==> src/rtl/wdt_pkg.sv <==
package wdt_pkg;
    localparam int ADDR_W  = 17;
    localparam int DATA_W  = 64;
    localparam int CNT_W   = 24;
    localparam int LEN_W   = 16;
    localparam int LOW_W   = CNT_W - LEN_W;
    localparam int MODE_W  = 2;
    localparam int LEN_LSB = 4;
    localparam int CNT_LSB = 20;
    localparam int KEY_BIT = 63;

    localparam logic [ADDR_W-1:0] A_CTRL  = 17'h001F8;
    localparam logic [ADDR_W-1:0] A_PEND  = 17'h00200;
    localparam logic [ADDR_W-1:0] A_ENCLR = 17'h00210;
    localparam logic [ADDR_W-1:0] A_ENSET = 17'h00218;
    localparam logic [ADDR_W-1:0] A_KICK  = 17'h101F8;

    localparam logic [MODE_W-1:0] MODE_ARMED = 2'd3;

    typedef enum logic [1:0] {
        STG_WARN  = 2'd0,
        STG_GRACE = 2'd1,
        STG_FINAL = 2'd2,
        STG_DONE  = 2'd3
    } stage_t;

    typedef struct packed {
        logic              wr;
        logic              rd;
        logic [ADDR_W-1:0] addr;
        logic [DATA_W-1:0] data;
    } bus_req_t;

    function automatic logic [CNT_W-1:0] reload_of(input logic [LEN_W-1:0] len);
        return {len, {LOW_W{1'b0}}};
    endfunction

    function automatic logic [DATA_W-1:0] ctrl_image(input logic [MODE_W-1:0] mode,
                                                     input logic [LEN_W-1:0]  len,
                                                     input logic [CNT_W-1:0]  cnt);
        logic [DATA_W-1:0] v;
        v = '0;
        v[MODE_W-1:0]          = mode;
        v[LEN_LSB +: LEN_W]    = len;
        v[CNT_LSB +: CNT_W]    = cnt;
        return v;
    endfunction
endpackage

==> src/rtl/wdt_prescale.sv <==
module wdt_prescale #(
    parameter int PRE_LOG2 = 10
) (
    input  logic clk,
    input  logic rst,
    input  logic restart,
    input  logic run,
    output logic tick
);
    logic [PRE_LOG2-1:0] div_q;

    always_ff @(posedge clk) begin
        if (rst || restart || !run) div_q <= '0;
        else                        div_q <= div_q + 1'b1;
    end

    assign tick = run && (&div_q);
endmodule

==> src/rtl/wdt_core.sv <==
module wdt_core import wdt_pkg::*; (
    input  logic             clk,
    input  logic             rst,
    input  logic             run,
    input  logic             tick,
    input  logic             kick,
    input  logic             ld_cnt,
    input  logic [CNT_W-1:0] ld_val,
    input  logic [LEN_W-1:0] len,
    output logic [CNT_W-1:0] cnt_q,
    output stage_t           stage_q,
    output logic             warn_evt,
    output logic             rreq_q
);
    logic live;
    logic expire;

    assign live     = (stage_q != STG_DONE);
    assign expire   = tick && live && (cnt_q == '0) && !kick && !ld_cnt;
    assign warn_evt = expire && (stage_q == STG_WARN);

    always_ff @(posedge clk) begin
        if (rst) begin
            cnt_q   <= '0;
            stage_q <= STG_WARN;
            rreq_q  <= 1'b0;
        end else begin
            if (kick && live) begin
                cnt_q   <= reload_of(len);
                stage_q <= STG_WARN;
            end else if (ld_cnt) begin
                cnt_q <= ld_val;
            end else if (tick && live) begin
                if (cnt_q == '0) begin
                    cnt_q   <= reload_of(len);
                    stage_q <= stage_t'(stage_q + 2'd1);
                    if (stage_q == STG_FINAL) rreq_q <= 1'b1;
                end else begin
                    cnt_q <= cnt_q - 1'b1;
                end
            end
            if (!run && live) stage_q <= STG_WARN;
        end
    end
endmodule

==> src/rtl/wdt_regs.sv <==
module wdt_regs import wdt_pkg::*; (
    input  logic              clk,
    input  logic              rst,
    input  bus_req_t          req,
    input  logic [CNT_W-1:0]  cnt_now,
    input  logic              warn_evt,
    output logic [MODE_W-1:0] mode_q,
    output logic [LEN_W-1:0]  len_q,
    output logic              ld_cnt,
    output logic [CNT_W-1:0]  ld_val,
    output logic              kick,
    output logic              pend_q,
    output logic              ena_q,
    output logic [DATA_W-1:0] rdata_q
);
    logic              key;
    logic [DATA_W-1:0] rd_word;

    assign key    = req.data[KEY_BIT];
    assign ld_cnt = req.wr && (req.addr == A_CTRL);
    assign ld_val = req.data[CNT_LSB +: CNT_W];
    assign kick   = req.wr && (req.addr == A_KICK) && key;

    always_ff @(posedge clk) begin
        if (rst) begin
            mode_q <= '0;
            len_q  <= '0;
        end else if (ld_cnt) begin
            mode_q <= req.data[MODE_W-1:0];
            len_q  <= req.data[LEN_LSB +: LEN_W];
        end
    end

    always_ff @(posedge clk) begin
        if (rst)                                         pend_q <= 1'b0;
        else if (warn_evt)                               pend_q <= 1'b1;
        else if (req.wr && (req.addr == A_PEND) && key)  pend_q <= 1'b0;
    end

    always_ff @(posedge clk) begin
        if (rst)                                          ena_q <= 1'b0;
        else if (req.wr && (req.addr == A_ENSET) && key)  ena_q <= 1'b1;
        else if (req.wr && (req.addr == A_ENCLR) && key)  ena_q <= 1'b0;
    end

    always_comb begin
        rd_word = '0;
        case (req.addr)
            A_CTRL:          rd_word = ctrl_image(mode_q, len_q, cnt_now);
            A_PEND:          rd_word[KEY_BIT] = pend_q;
            A_ENCLR, A_ENSET: rd_word[KEY_BIT] = ena_q;
            default:         rd_word = '0;
        endcase
    end

    always_ff @(posedge clk) begin
        if (rst)         rdata_q <= '0;
        else if (req.rd) rdata_q <= rd_word;
    end
endmodule

==> src/rtl/wdt_escalate.sv <==
module wdt_escalate import wdt_pkg::*; #(
    parameter int PRE_LOG2 = 10
) (
    input  logic              clk,
    input  logic              rst,
    input  logic              wr_en,
    input  logic              rd_en,
    input  logic [ADDR_W-1:0] addr,
    input  logic [DATA_W-1:0] wdata,
    output logic [DATA_W-1:0] rdata,
    output logic              irq,
    output logic              rst_req
);
    bus_req_t          req;
    logic [MODE_W-1:0] mode_q;
    logic [LEN_W-1:0]  len_q;
    logic              ld_cnt;
    logic [CNT_W-1:0]  ld_val;
    logic              kick;
    logic              pend_q;
    logic              ena_q;
    logic              run;
    logic              tick;
    logic [CNT_W-1:0]  cnt_q;
    stage_t            stage_q;
    logic              warn_evt;

    assign req = '{wr: wr_en, rd: rd_en, addr: addr, data: wdata};
    assign run = (mode_q == MODE_ARMED);

    wdt_regs u_regs (
        .clk(clk), .rst(rst), .req(req), .cnt_now(cnt_q), .warn_evt(warn_evt),
        .mode_q(mode_q), .len_q(len_q), .ld_cnt(ld_cnt), .ld_val(ld_val),
        .kick(kick), .pend_q(pend_q), .ena_q(ena_q), .rdata_q(rdata)
    );

    wdt_prescale #(.PRE_LOG2(PRE_LOG2)) u_pre (
        .clk(clk), .rst(rst), .restart(ld_cnt | kick), .run(run), .tick(tick)
    );

    wdt_core u_core (
        .clk(clk), .rst(rst), .run(run), .tick(tick), .kick(kick),
        .ld_cnt(ld_cnt), .ld_val(ld_val), .len(len_q), .cnt_q(cnt_q),
        .stage_q(stage_q), .warn_evt(warn_evt), .rreq_q(rst_req)
    );

    assign irq = pend_q & ena_q;
endmodule

==> config.mk <==
export PLATFORM = sky130hd
export DESIGN_NAME = wdt_escalate
export DESIGN_NICKNAME = d
export VERILOG_FILES = /design/src/rtl/wdt_pkg.sv /design/src/rtl/wdt_prescale.sv /design/src/rtl/wdt_core.sv /design/src/rtl/wdt_regs.sv /design/src/rtl/wdt_escalate.sv
export SDC_FILE = /design/constraint.sdc
export NUM_CORES = 1
export LEC_CHECK = 0
export CAP_MARGIN = 40
export CORE_AREA = 2 2 139 87
export DETAILED_ROUTE_END_ITERATION = 10
export DIE_AREA = 0 0 141 89
export DONT_BUFFER_PORTS = 1
export PLACE_DENSITY = 0.61
export SETUP_SLACK_MARGIN = 0.4
export SYNTH_ARGS = -nofsm -noshare
export SYNTH_HDL_FRONTEND = slang
export SYNTH_SLANG_ARGS = --single-unit
==> constraint.sdc <==
create_clock -name clk -period 7.69 [get_ports clk]
set_clock_uncertainty 0.15 [all_clocks]
set_input_delay 0.769 -clock clk [delete_from_list [all_inputs] [get_ports clk]]
set_output_delay 0.769 -clock clk [all_outputs]
set_load 0.005 [all_outputs]
==> results.yml, run 1 <==
clock_network:
  post_cts_resized: 0
  numCtsBuffers: 9
  cts.sinks: 100
  post_cts_buffers: 0
  cts_tree: "yes"
  holdBufCountCts: 0
  htree_levels: 3
  clockBufferDepth: 2
  clock_latency_ns: 0.35
  cts_root_buf: "clkbuf_16"
  clkTransAtPathRegs_ns: 0.07
floorplan:
  rows: 30
  die_area_um2: 12500
  initial_utilization: 0.447
  core_um2: 11100
  io_pins: 151
  die_h_um: 89
  die_x_um: 141
route:
  routed-via-count: 4382
  wire_per_inst_um: 18.7
  drtIter0Drc: 526
  final_antenna_net_count: 0
  wirelength_um: 14200
  drc: 0
  drt-pass1-iter-count: 6
  via_per_inst: 5.79
finish:
  seqCellArea_um2: 2000
  layout.cells.non_filler: 757
  fin_util: 0.475
  fin_area_um2: 5290
  multiInputGateArea_um2: 2720
  fin_nets: 698
  syn_to_final_growth_pct: 6.23
  fill_cells: 1075
  drive_above_1_share: 0.0555
  n_antenna_cell: 0
grt:
  use_met2: 0.327
  grt_max_degree: 84
  grt_pass1_wl_um: 22200
  grt.overflow.total: 0
  grtUsageTotal: 0.228
  grt_pass1_vias: 3961
  grt_use_met3: 0.0728
  antenna_found_initial: 0
  top_usage_layer: "met1"
  use_met1: 0.336
synthesis:
  yosys-top-cells-count: "100 x dfxtp_1, 86 x nor2_1, 80 x a21oi_1, 58 x nand2_1, 46 x nor2b_1"
  netlist.area_leader.share: 0.402
  postSynthRegisterBits: 100
  async_flop_share: 0
  synth.area.top_cells: "dfxtp_1 40%, a21oi_1 8.0%, nor2_1 6.5%, nor2b_1 5.8%, nand2_1 4.4%"
  synthCells: 631
  yosysSeqAreaShare: 0.402
  yosysMostFrequentCell: "dfxtp_1"
  yosysWarnings: 0
  yosys.area.top_type: "dfxtp_1"
  synth.avg_cell_area_um2: 7.89
  synth_edf_count: 0
  synthesis.area_um2: 4980
  synth_top_flop_cell: "dfxtp_1"
  synth.distinct_cells: 58
placement:
  dpl_cell_area_um2: 4980
  gp_congestion: 0.913
  dp_cells: 741
  dp_hpwl_um: 10100
  post-place-ws_ns: 4.71
  port_buffers: 0
worst_setup_path:
  crit_family: "simple AND/OR/NAND/NOR gates"
  critPathMaxFanout: 13
  path_class: "reg -> reg"
  crit_path_cell_trace: "or4_1, nor4_1, and2_1, nor3_1, a222oi_1, nor3_1"
  crit_path_frequent_cell: "nor3_1"
  critPathSlowestCell: "or4_1"
  rrSetupSlack_ns: 4.68
  worst-path-buf-inv: 0
  critPathRequiredTime_ns: 7.77
  slowest_delay_ns: 0.70
  start_kind: "flop"
  critPathCaptureType: "flop"
  arrival_ns: 3.10
power_and_ir_drop:
  seqPwrFrac: 0.518
  netSwitchingFraction: 0.215
  total_power_mw: 0.999
  p_per_area_nw_per_um2: 189
  vdd_drop_max_uv: 112
  power_frac_comb: 0.008
  leakagePower_nw: 1.89
  p_sw_mw: 0.215
  intPower_mw: 0.784
  p_clk_frac: 0.474
timing:
  setup_viol: 0
  setup_tns_ns: 0
  worst_pin_slew_ns: 0.800
  rsz0062_at_grt: "no"
  post-route-period-util: 0.392
  final_max_slew_viol_count: 0
  whs_ns: 0.314
  fin_ws_ns: 4.68
  max_freq_mhz: 332
  fin_crit_ns: 3.01
  slew_headroom: 0.463
  hold_viol: 0
run_status:
  status: "finished, final reports clean"
flow_run:
  maxCapViolations: 0
min_path:
  min_path_type: "reg -> reg"
==> worst register-to-register path, stage by stage (launching register included) <==
cell,delay [ns]
dfxtp_1,0.40
or4_1,0.70
nor4_1,0.42
and2_1,0.54
nor3_1,0.22
a222oi_1,0.39
nor3_1,0.09
==> kinds of logic (layout without fill, tap and decap cells) <==
group,count (synthesis),in the layout,synth area share
AND/OR/NAND/NOR,289,289,0.292
other,1,21,0.000753
adder cells (fa/ha/maj),5,5,0.0126
flip-flops,100,100,0.402
multiplexers,8,8,0.0168
XOR/XNOR,20,20,0.0352
AO/OA/AOI/OAI,141,141,0.172
buffers and inverters,67,29,0.0686
==> power groups by stage <==
stage          Combinational, mW  Clock [mW]  Sequential, mW
6_report                 0.00834       0.474           0.517
2_1_floorplan             0.0226           0           0.529
3_3_place_gp             0.00799           0           0.529
5_1_grt                  0.00974       0.499           0.517
3_5_place_dp             0.00805           0           0.529
4_1_cts                  0.00808       0.478           0.517
==> layout make-up <==
cell class / instances / area share
timing repair buffer: 4 / 0.00946
multi-input combinational: 484 / 0.513
inverter: 9 / 0.00639
clock buffer: 10 / 0.0452
clock inverter: 6 / 0.0130
sequential: 100 / 0.378
tap: 144 / 0.0341
==> placed cells by master (no fill, tap or decap), types with 9 or more instances in the layout <==
master     instances
conb_1            21
xnor2_1           11
nor3_1            24
nor2b_1           46
nand3_1           18
o21ai_0           12
clkbuf_16          9
nor2_1            86
dfxtp_1          100
nor4_1            10
inv_1              9
a21oi_1           80
nand4_1           10
xor2_1             9
nand2_1           58
==> final timing paths <==
kind                    start                to  depth (start not counted)
max          u_core.cnt_q[14]  u_core.cnt_q[20]                          6
min            u_pre.div_q[0]    u_pre.div_q[0]                          1
max reg2reg  u_core.cnt_q[14]  u_core.cnt_q[20]                          6
min reg2reg    u_pre.div_q[0]    u_pre.div_q[0]                          1
==> flip-flops by register name, summed over array words and instances (netlist names) <==
signal	flops
u_core.stage_q	2
u_core.cnt_q	24
u_regs.ena_q	1
u_regs.pend_q	1
u_pre.div_q	10
u_core.rreq_q	1
u_regs.rdata_q	43
u_regs.mode_q	2
u_regs.len_q	16
==> routing by layer <==
metal / wire (um) / part of all wire
met1: 6660 / 0.47
met2: 5820 / 0.41
met3: 1600 / 0.11
met4: 63 / 0.0045
met5: 0 / 0
No activity file was read; power rests on OpenSTA's default activity.
==> run 2: changes to the inputs <==
==> constraint.sdc (replaced) <==
create_clock -name clk -period 3.05 [get_ports clk]
set_clock_uncertainty 0.15 [all_clocks]
set_input_delay 0.305 -clock clk [delete_from_list [all_inputs] [get_ports clk]]
set_output_delay 0.305 -clock clk [all_outputs]
set_load 0.005 [all_outputs]
==> run 2 against run 1 <==
Compared with the run above:
- setup slack lost 4.3 ns
- design area up 8.0%
- wire length increased by 5.7%
- power grew to 2.7 times the previous value
- die area did not move
- sequential share of layout area decreased by 2.7 points
- count of clock-buffer cells in the layout rose by 1
- register-to-register slack worse by 4.3 ns
- fmax grew 15%
- clock power increased to 2.8 times the previous value
- cell count up 4.6%
- critical path type unchanged
- largest power group is now clock
==> results.yml, run 2 (synthesis results as in run 1) <==
worst_setup_path:
  critPathRequiredTime_ns: 3.14
  path_class: "reg -> reg"
  r2r-end: "u_core.cnt_q[11]"
  worstReg2RegStart: "u_core.cnt_q[15]"
  critPathMaxFanout: 7
  arrival_ns: 2.72
  crit_start: "u_core.cnt_q[15]"
  reg2reg_depth: 6
  start_kind: "flop"
  critPathCaptureType: "flop"
  rrSetupSlack_ns: 0.42
clock_network:
  numCtsBuffers: 9
  cts_root_buf: "clkbuf_16"
  clock_latency_ns: 0.35
  cts.sinks: 100
  cts_tree: "yes"
  htree_levels: 3
  clockBufferDepth: 2
  clkTransAtPathRegs_ns: 0.07
timing:
  hold_viol: 0
  final_max_slew_viol_count: 0
  whs_ns: 0.0114
  max_freq_mhz: 380
  setup_tns_ns: 0
  fin_crit_ns: 2.63
  slew_headroom: 0.489
  setup_viol: 0
  rsz0062_at_grt: "yes"
  post-route-period-util: 0.862
  worst_pin_slew_ns: 0.760
route:
  dr.max_layer_used: "met4"
  routed-via-count: 4576
  wire_per_inst_um: 18.9
  drtIter0Drc: 478
  drc: 0
  routed-wl-met2_um: 6270
  wirelength_um: 15000
  met1_length_um: 7040
  via_per_inst: 5.78
  met3WireLength_um: 1520
  final_antenna_net_count: 0
  drt-pass1-iter-count: 5
placement:
  port_buffers: 0
  dp_hpwl_um: 10300
  gp_congestion: 0.899
finish:
  largest_register_ffs: 43
  reg_top3: "u_regs.rdata_q (43), u_core.cnt_q (24), u_regs.len_q (16)"
  fin_nets: 733
  final_common_cell: "dfxtp_1"
  n_antenna_cell: 0
  drive_above_1_share: 0.0849
  syn_to_final_growth_pct: 14.7
  top_register: "u_regs.rdata_q"
  layout_common_cells: "97 x dfxtp_1, 85 x nor2_1, 79 x a21oi_1, 58 x nand2_1, 45 x nor2b_1"
min_path:
  worstHoldStart: "wdata[20]"
  min_path_type: "in -> reg"
  hold_path_depth: 2
  hold_end: "u_core.cnt_q[0]"
floorplan:
  core_um2: 11100
  die_x_um: 141
  die_area_um2: 12500
  die_h_um: 89
  io_pins: 151
  initial_utilization: 0.447
  rows: 30
grt:
  grt_pass1_wl_um: 23100
  grt.overflow.total: 0
  grtUsageTotal: 0.238
  antenna_found_initial: 0
  grt_max_degree: 71
  grt_pass1_vias: 4287
power_and_ir_drop:
  p_per_area_nw_per_um2: 475
  leakagePower_nw: 2.11
  vdd_drop_max_uv: 248
run_status:
  status: "finished, final reports clean"
flow_run:
  maxCapViolations: 0
run 2: cell types whose count changed in the layout (fill, tap and decap cells not counted), sizes merged:
cell         delta
dlygate4sd3    +24
clkinv          -1
buf            +11
bufinv          +2
inv             -2
clkbuf          +1
run 2: critical path, cell delays in order (launching register included):
cell and delay, ns:
dfxtp_2 0.35, or4_4 0.61, or3_4 0.39, or4_4 0.46, o21a_4 0.25, buf_4 0.14, o21a_1 0.16
run 2: layout make-up:
| class | instances | area [um2] |
|---|---|---|
| clock inverter | 5 | 106 |
| sequential | 100 | 2010 |
| tap | 144 | 180 |
| multi-input combinational | 484 | 2760 |
| clock buffer | 11 | 253 |
| fill | 1035 | 5430 |
| inverter | 9 | 33.8 |
| timing repair buffer | 39 | 373 |
run 2: worst max path at each step:
stage                                  end  depth (start not counted)
after global routing      u_core.cnt_q[20]                          8
after floorplan            u_core.cnt_q[9]                          8
final                     u_core.cnt_q[11]                          6
after CTS                 u_core.cnt_q[20]                          8
after detailed placement  u_core.cnt_q[20]                          8
after global placement    u_core.cnt_q[20]                          8
run 2: layer usage:
layer	global-route usage	vias up
met5	0	-
met4	0.0518	0
met3	0.0734	16
met2	0.362	200
met1	0.336	2171
li1	-	2189
run 2: stage by stage:
step	cell area, um2	utilization	std cells	total power [mW]	worst slack, ns
after floorplan	5070	-	651	1.39	0.409
after global placement	5040	0.452	750	1.36	0.446
after detailed placement	5040	0.452	750	1.36	0.419
after CTS	5670	0.508	791	2.73	0.400
after global routing	5710	0.513	792	2.79	0.357
final	5710	0.513	792	2.71	0.420
run 2: power breakdown:
part	switching (mW)	internal [mW]
Combinational	0.0343	0.0230
Clock	0.503	0.850
Sequential	0.00000506	1.30
Total	0.538	2.18
run 2: what timing repair did:
| item | 4_1_cts | 5_1_grt |
|---|---|---|
| endpoints found under the setup margin | 0 | 25 |
| resized for setup | 0 | 10 |
| hold buffers | 25 | 0 |
| hold endpoints to repair | 81 | 0 |
| buffers inserted | 0 | 1 |
